===== src/rtl/sdarec_pkg.sv =====
package sdarec_pkg;

    typedef enum logic [3:0] {
        S_IDLE,
        S_SETUP,
        S_PULSE_LO,
        S_PULSE_HI,
        S_STOP_LO,
        S_STOP_SCL,
        S_STOP_SDA,
        S_START_HOLD,
        S_OWNED,
        S_BUS_ERR
    } rec_state_e;

    localparam logic [7:0] CODE_QUIET   = 8'hF8;
    localparam logic [7:0] CODE_STARTED = 8'h08;
    localparam logic [7:0] CODE_BUSERR  = 8'h70;

endpackage


===== src/rtl/sdarec_timer.sv =====
module sdarec_timer #(
    parameter int unsigned CNT_W = 8
) (
    input  logic             clk,
    input  logic             rst_n,
    input  logic             restart,
    input  logic             enable,
    input  logic [CNT_W-1:0] limit,
    output logic             done
);
    logic [CNT_W-1:0] cnt_q;

    always_ff @(posedge clk or negedge rst_n) begin
        if (!rst_n) begin
            cnt_q <= '0;
        end else if (restart) begin
            cnt_q <= '0;
        end else if (enable) begin
            cnt_q <= cnt_q + 1'b1;
        end
    end

    assign done = enable && (cnt_q == limit - 1'b1);
endmodule


===== src/rtl/sdarec_pulse_cnt.sv =====
module sdarec_pulse_cnt #(
    parameter int unsigned NUM_PULSES = 9
) (
    input  logic clk,
    input  logic rst_n,
    input  logic clear,
    input  logic step,
    output logic last
);
    localparam int unsigned PCNT_W = $clog2(NUM_PULSES + 1);

    logic [PCNT_W-1:0] cnt_q;

    always_ff @(posedge clk or negedge rst_n) begin
        if (!rst_n) begin
            cnt_q <= '0;
        end else if (clear) begin
            cnt_q <= '0;
        end else if (step) begin
            cnt_q <= cnt_q + 1'b1;
        end
    end

    assign last = (cnt_q == PCNT_W'(NUM_PULSES - 1));
endmodule


===== src/rtl/sda_unstick.sv =====
module sda_unstick
    import sdarec_pkg::*;
#(
    parameter int unsigned LOW_CYCLES  = 250,
    parameter int unsigned HIGH_CYCLES = 250,
    parameter int unsigned NUM_PULSES  = 9
) (
    input  logic       clk,
    input  logic       rst_n,
    input  logic       start_req,
    input  logic       scl_in,
    input  logic       sda_in,
    output logic       scl_drive_low,
    output logic       sda_drive_low,
    output logic [7:0] status,
    output logic       irq
);
    localparam int unsigned MAX_PHASE = (LOW_CYCLES > HIGH_CYCLES) ? LOW_CYCLES : HIGH_CYCLES;
    localparam int unsigned CNT_W     = $clog2(MAX_PHASE + 1);

    rec_state_e       state_q, state_d;
    logic             phase_done;
    logic             timer_en;
    logic             restart;
    logic             last_pulse;
    logic             pulse_step;
    logic             pulse_clr;
    logic [CNT_W-1:0] phase_limit;

    // Phase length and counting condition per state
    always_comb begin
        phase_limit = CNT_W'(HIGH_CYCLES);
        if (state_q == S_PULSE_LO || state_q == S_STOP_LO) begin
            phase_limit = CNT_W'(LOW_CYCLES);
        end
    end

    always_comb begin
        unique case (state_q)
            S_PULSE_LO, S_STOP_LO:                                    timer_en = 1'b1;
            S_SETUP, S_PULSE_HI, S_STOP_SCL, S_STOP_SDA, S_START_HOLD: timer_en = scl_in;
            default:                                                  timer_en = 1'b0;
        endcase
    end

    sdarec_timer #(
        .CNT_W (CNT_W)
    ) i_timer (
        .clk     (clk),
        .rst_n   (rst_n),
        .restart (restart),
        .enable  (timer_en),
        .limit   (phase_limit),
        .done    (phase_done)
    );

    assign pulse_step = (state_q == S_PULSE_HI) && phase_done;
    assign pulse_clr  = (state_q == S_SETUP);

    sdarec_pulse_cnt #(
        .NUM_PULSES (NUM_PULSES)
    ) i_pulses (
        .clk   (clk),
        .rst_n (rst_n),
        .clear (pulse_clr),
        .step  (pulse_step),
        .last  (last_pulse)
    );

    // Next-state logic
    always_comb begin
        state_d = state_q;
        unique case (state_q)
            S_IDLE, S_OWNED: if (start_req) state_d = S_SETUP;
            S_SETUP:         if (phase_done) state_d = sda_in ? S_START_HOLD : S_PULSE_LO;
            S_PULSE_LO:      if (phase_done) state_d = S_PULSE_HI;
            S_PULSE_HI:      if (phase_done) state_d = last_pulse ? S_STOP_LO : S_PULSE_LO;
            S_STOP_LO:       if (phase_done) state_d = S_STOP_SCL;
            S_STOP_SCL:      if (phase_done) state_d = S_STOP_SDA;
            S_STOP_SDA:      if (phase_done) state_d = sda_in ? S_START_HOLD : S_BUS_ERR;
            S_START_HOLD:    if (phase_done) state_d = S_OWNED;
            S_BUS_ERR:       state_d = S_BUS_ERR;
            default:         state_d = S_IDLE;
        endcase
    end

    assign restart = (state_d != state_q);

    // State register
    always_ff @(posedge clk or negedge rst_n) begin
        if (!rst_n) begin
            state_q <= S_IDLE;
        end else begin
            state_q <= state_d;
        end
    end

    // Outputs decoded from the state register
    always_comb begin
        scl_drive_low = 1'b0;
        sda_drive_low = 1'b0;
        status        = CODE_QUIET;
        irq           = 1'b0;
        unique case (state_q)
            S_PULSE_LO:   scl_drive_low = 1'b1;
            S_STOP_LO: begin
                scl_drive_low = 1'b1;
                sda_drive_low = 1'b1;
            end
            S_STOP_SCL:   sda_drive_low = 1'b1;
            S_START_HOLD: sda_drive_low = 1'b1;
            S_OWNED: begin
                scl_drive_low = 1'b1;
                status        = CODE_STARTED;
            end
            S_BUS_ERR: begin
                status = CODE_BUSERR;
                irq    = 1'b1;
            end
            default: begin
                scl_drive_low = 1'b0;
                sda_drive_low = 1'b0;
            end
        endcase
    end
endmodule


===== config.mk =====
export PLATFORM = sky130hd
export DESIGN_NAME = sda_unstick
export DESIGN_NICKNAME = d
export VERILOG_FILES = /design/src/rtl/sdarec_pkg.sv /design/src/rtl/sdarec_timer.sv /design/src/rtl/sdarec_pulse_cnt.sv /design/src/rtl/sda_unstick.sv
export SDC_FILE = /design/constraint.sdc
export NUM_CORES = 1
export LEC_CHECK = 0
export ABC_AREA = 1
export ABC_CLOCK_PERIOD_IN_PS = 3800
export CAP_MARGIN = 20
export CORE_ASPECT_RATIO = 1.75
export CORE_MARGIN = 2
export CORE_UTILIZATION = 35
export DETAILED_ROUTE_END_ITERATION = 10
export PLACE_DENSITY_LB_ADDON = 0.1
export SLEW_MARGIN = 25
export SYNTH_ARGS = -nofsm -noshare
export SYNTH_HDL_FRONTEND = slang
export SYNTH_SLANG_ARGS = --single-unit

===== constraint.sdc =====
create_clock -name clk -period 3.8 [get_ports clk]
set_input_delay 0.38 -clock clk [delete_from_list [all_inputs] [get_ports clk]]
set_output_delay 0.38 -clock clk [all_outputs]
set_load 0.01 [all_outputs]

==> flow_metrics.env <==
export IMPL_status="finished clean"
export IMPL_syn_area_per_cell_um2=7.32
export IMPL_placed_area_um2=1260
export IMPL_ys_warn_count=0
export IMPL_h_tree_depth=1
export IMPL_track_usage_pct=16.4
export IMPL_syn_area_um2=1110
export IMPL_holdWs_ns=0.558
export IMPL_drv_slew=0
export IMPL_crit_arrival_ns=1.82
export IMPL_cp_common_cell="nor2_1"
export IMPL_hold_viol_final=0
export IMPL_tns_ns=0
export IMPL_rsz0062_at_grt="no"
export IMPL_fin_skew_ns=0.00579
export IMPL_multi_input_area_um2=607
export IMPL_p_total_uw=657
export IMPL_pin_count=16
export IMPL_layout_commonest_cell="nand2_1"
export IMPL_worst_slew_pin_slew_ns=0.759
export IMPL_cts_buffers=3
export IMPL_syn_inst=152
export IMPL_synth_simple_area_share_pct=37.3
export IMPL_regArea_um2=400
export IMPL_root_buffer="clkbuf_8"
export IMPL_cpMaxStageDelayCell="clkdlybuf4s50_1"
export IMPL_clk_latency_ns=0.25
export IMPL_crit_required_ns=3.42
export IMPL_place_congestion=0.955
export IMPL_cts_path_max_buffers=2
export IMPL_die_h_um=78.6
export IMPL_crit_path_end_kind="output port"
export IMPL_crit_buf_inv=1
export IMPL_critPathMaxFanout=6
export IMPL_fin_nets=175
export IMPL_final_area_um2=1310
export IMPL_synth_xor_area_share_pct=5.51
export IMPL_grt_pass1_wl_um=4240
export IMPL_setup_viol=0
export IMPL_final_cell_mix="nand2_1, nor2_1, inv_1, dfrtp_1, nand3_1"
export IMPL_vias=982
export IMPL_crit_path_max_incr_delay_ns=0.59
export IMPL_slew_headroom_pct=49.2
export IMPL_cts_resized=0
export IMPL_leakage_nw=0.630
export IMPL_fill_cells=337
export IMPL_ant_nets=0
export IMPL_min_period_ns=2.20
export IMPL_path_cells="nor2_1, nand2_1, nor2_1, clkdlybuf4s50_1"
export IMPL_core_area_um2=3070
export IMPL_dr_pass1_iters=4
export IMPL_synth_mux_area_share_pct=0
export IMPL_die_w_um=46.6
export IMPL_grt_pass1_vias=982
export IMPL_initialDrtViolationCount=21
export IMPL_synth_compound_area_share_pct=6.19
export IMPL_post_drt_wl_per_cell_um=12.7
export IMPL_antenna_found_initial=0
export IMPL_path_clk_slew_ns=0.07
export IMPL_ys_seq_area_share_pct=36.0
export IMPL_port_buffers=12
export IMPL_grt_overflow=0
export IMPL_hp_class="reg -> reg"
export IMPL_maxCapViolCount=0
export IMPL_initial_core_util_pct=36.2
export IMPL_synth_seq_cells=16
export IMPL_yosysUniqueCellTypes=24
export IMPL_clock_fmax_mhz=455
export IMPL_grt_max_degree=17
export IMPL_syn_to_final_growth_pct=17.9
export IMPL_clock_sinks=16
export IMPL_die_area_um2=3660
export IMPL_hpwl_um=2210
export IMPL_drc=0
export IMPL_irDropWorstVdd_uv=184
export IMPL_cts_tree="yes"
export IMPL_rows=27
export IMPL_power_density_nw_per_um2=501
export IMPL_n_antenna_cell=0
export IMPL_path_delay_family="buffers and inverters"
export IMPL_synthAdderAreaFrac_pct=4.50
export IMPL_cts_hold_buffers=0
export IMPL_criticalPathCategory="reg -> out"
export IMPL_drive_gt1_share_pct=12.1
export IMPL_vias_per_cell=4.72
export IMPL_worstSetupStartpointType="register"
export IMPL_timing_final_crit_share_pct=57.9
export IMPL_synth_top_family_by_area="simple AND/OR/NAND/NOR gates"
export IMPL_post_cts_buffers=0
export IMPL_drt_total_wl_um=2650
logic make-up after synthesis:
family          count (synthesis)
fa+ha+maj                       4
compound gates                 13
simple gates                   86
xor+xnor                        7
other cells                     1
flops                          16
buf+inv                        25
layer usage:
metal / track usage (%) / part of all wire, % / wire, µm
met1: 14.4 / 35 / 925
met2: 33.5 / 62 / 1650
met3: 2.07 / 1.7 / 45
met4: 5.83 / 1.2 / 33
met5: 0 / 0 / 0
tightest hold or removal path, cell delays in order, from the launching register on:
cell and delay, ns:
dfrtp_1 0.33, inv_1 0.06, a21oi_1 0.13
power breakdown:
| part | internal, mW | switching, mW | leakage [nW] |
|---|---|---|---|
| clock network | 0.0920 | 0.0617 | 0.0288 |
| logic | 0.106 | 0.180 | 0.388 |
| registers | 0.190 | 0.0263 | 0.213 |
| total | 0.389 | 0.268 | 0.630 |
stage by stage:
step | instances | setup WS (ns) | util, %
final | 208 | 1.60 | 42.7
after global routing | 208 | 1.49 | 42.7
after CTS | 208 | 1.63 | 42.7
after detailed placement | 204 | 1.74 | 40.9
after global placement | 204 | 1.75 | 40.9
after floorplan | 154 | 2.20 | -
final cells by class:
cell class / instances / area share, %
flip-flops and latches: 16 / 30.5
well taps: 43 / 4.10
clock buffers: 4 / 4.20
multi-input cells: 113 / 46.3
inverters: 20 / 5.73
repair buffers: 12 / 9.16
flip-flops by register name, indices dropped and copies added, names as in the netlist:
| signal | cells |
|---|---|
| i_pulses.cnt_q | 4 |
| state_q | 4 |
| i_timer.cnt_q | 8 |
cell usage after synthesis:
cell / count / area (µm²)
nor3_1: 1 / 5.00
nand2_4: 1 / 11.3
nand3_1: 13 / 65.1
nor2_2: 2 / 12.5
inv_2: 4 / 15.0
a21oi_1: 4 / 20.0
nand3_2: 1 / 10.0
nand2_2: 6 / 37.5
o21ai_1: 1 / 5.00
nor2_1: 27 / 101
xor2_1: 5 / 43.8
xnor2_1: 2 / 17.5
buf_4: 5 / 37.5
nand4_1: 4 / 25.0
inv_1: 16 / 60.1
o21ai_0: 6 / 30.0
dfrtp_1: 16 / 400
a31oi_1: 1 / 6.26
a22oi_1: 1 / 7.51
nand2_1: 28 / 105
nand3b_1: 1 / 7.51
ha_1: 4 / 50.1
conb_1: 1 / 3.75
nand3_4: 2 / 35.0
path summary, 6_finish.rpt:
path	depth (start not counted)	end	from	slack, ns
hold / removal	2	i_pulses.cnt_q[3]	i_pulses.cnt_q[3]	0.56
setup reg to reg	12	i_timer.cnt_q[6]	state_q[2]	1.91
hold reg to reg	2	i_pulses.cnt_q[3]	i_pulses.cnt_q[3]	0.56
min in group asynchronous	1	i_timer.cnt_q[1]	rst_n	0.57
max in group asynchronous	1	state_q[3]	rst_n	2.75
setup / recovery	4	irq	state_q[1]	1.60
Note: power is estimated with default switching activity, not from simulation.
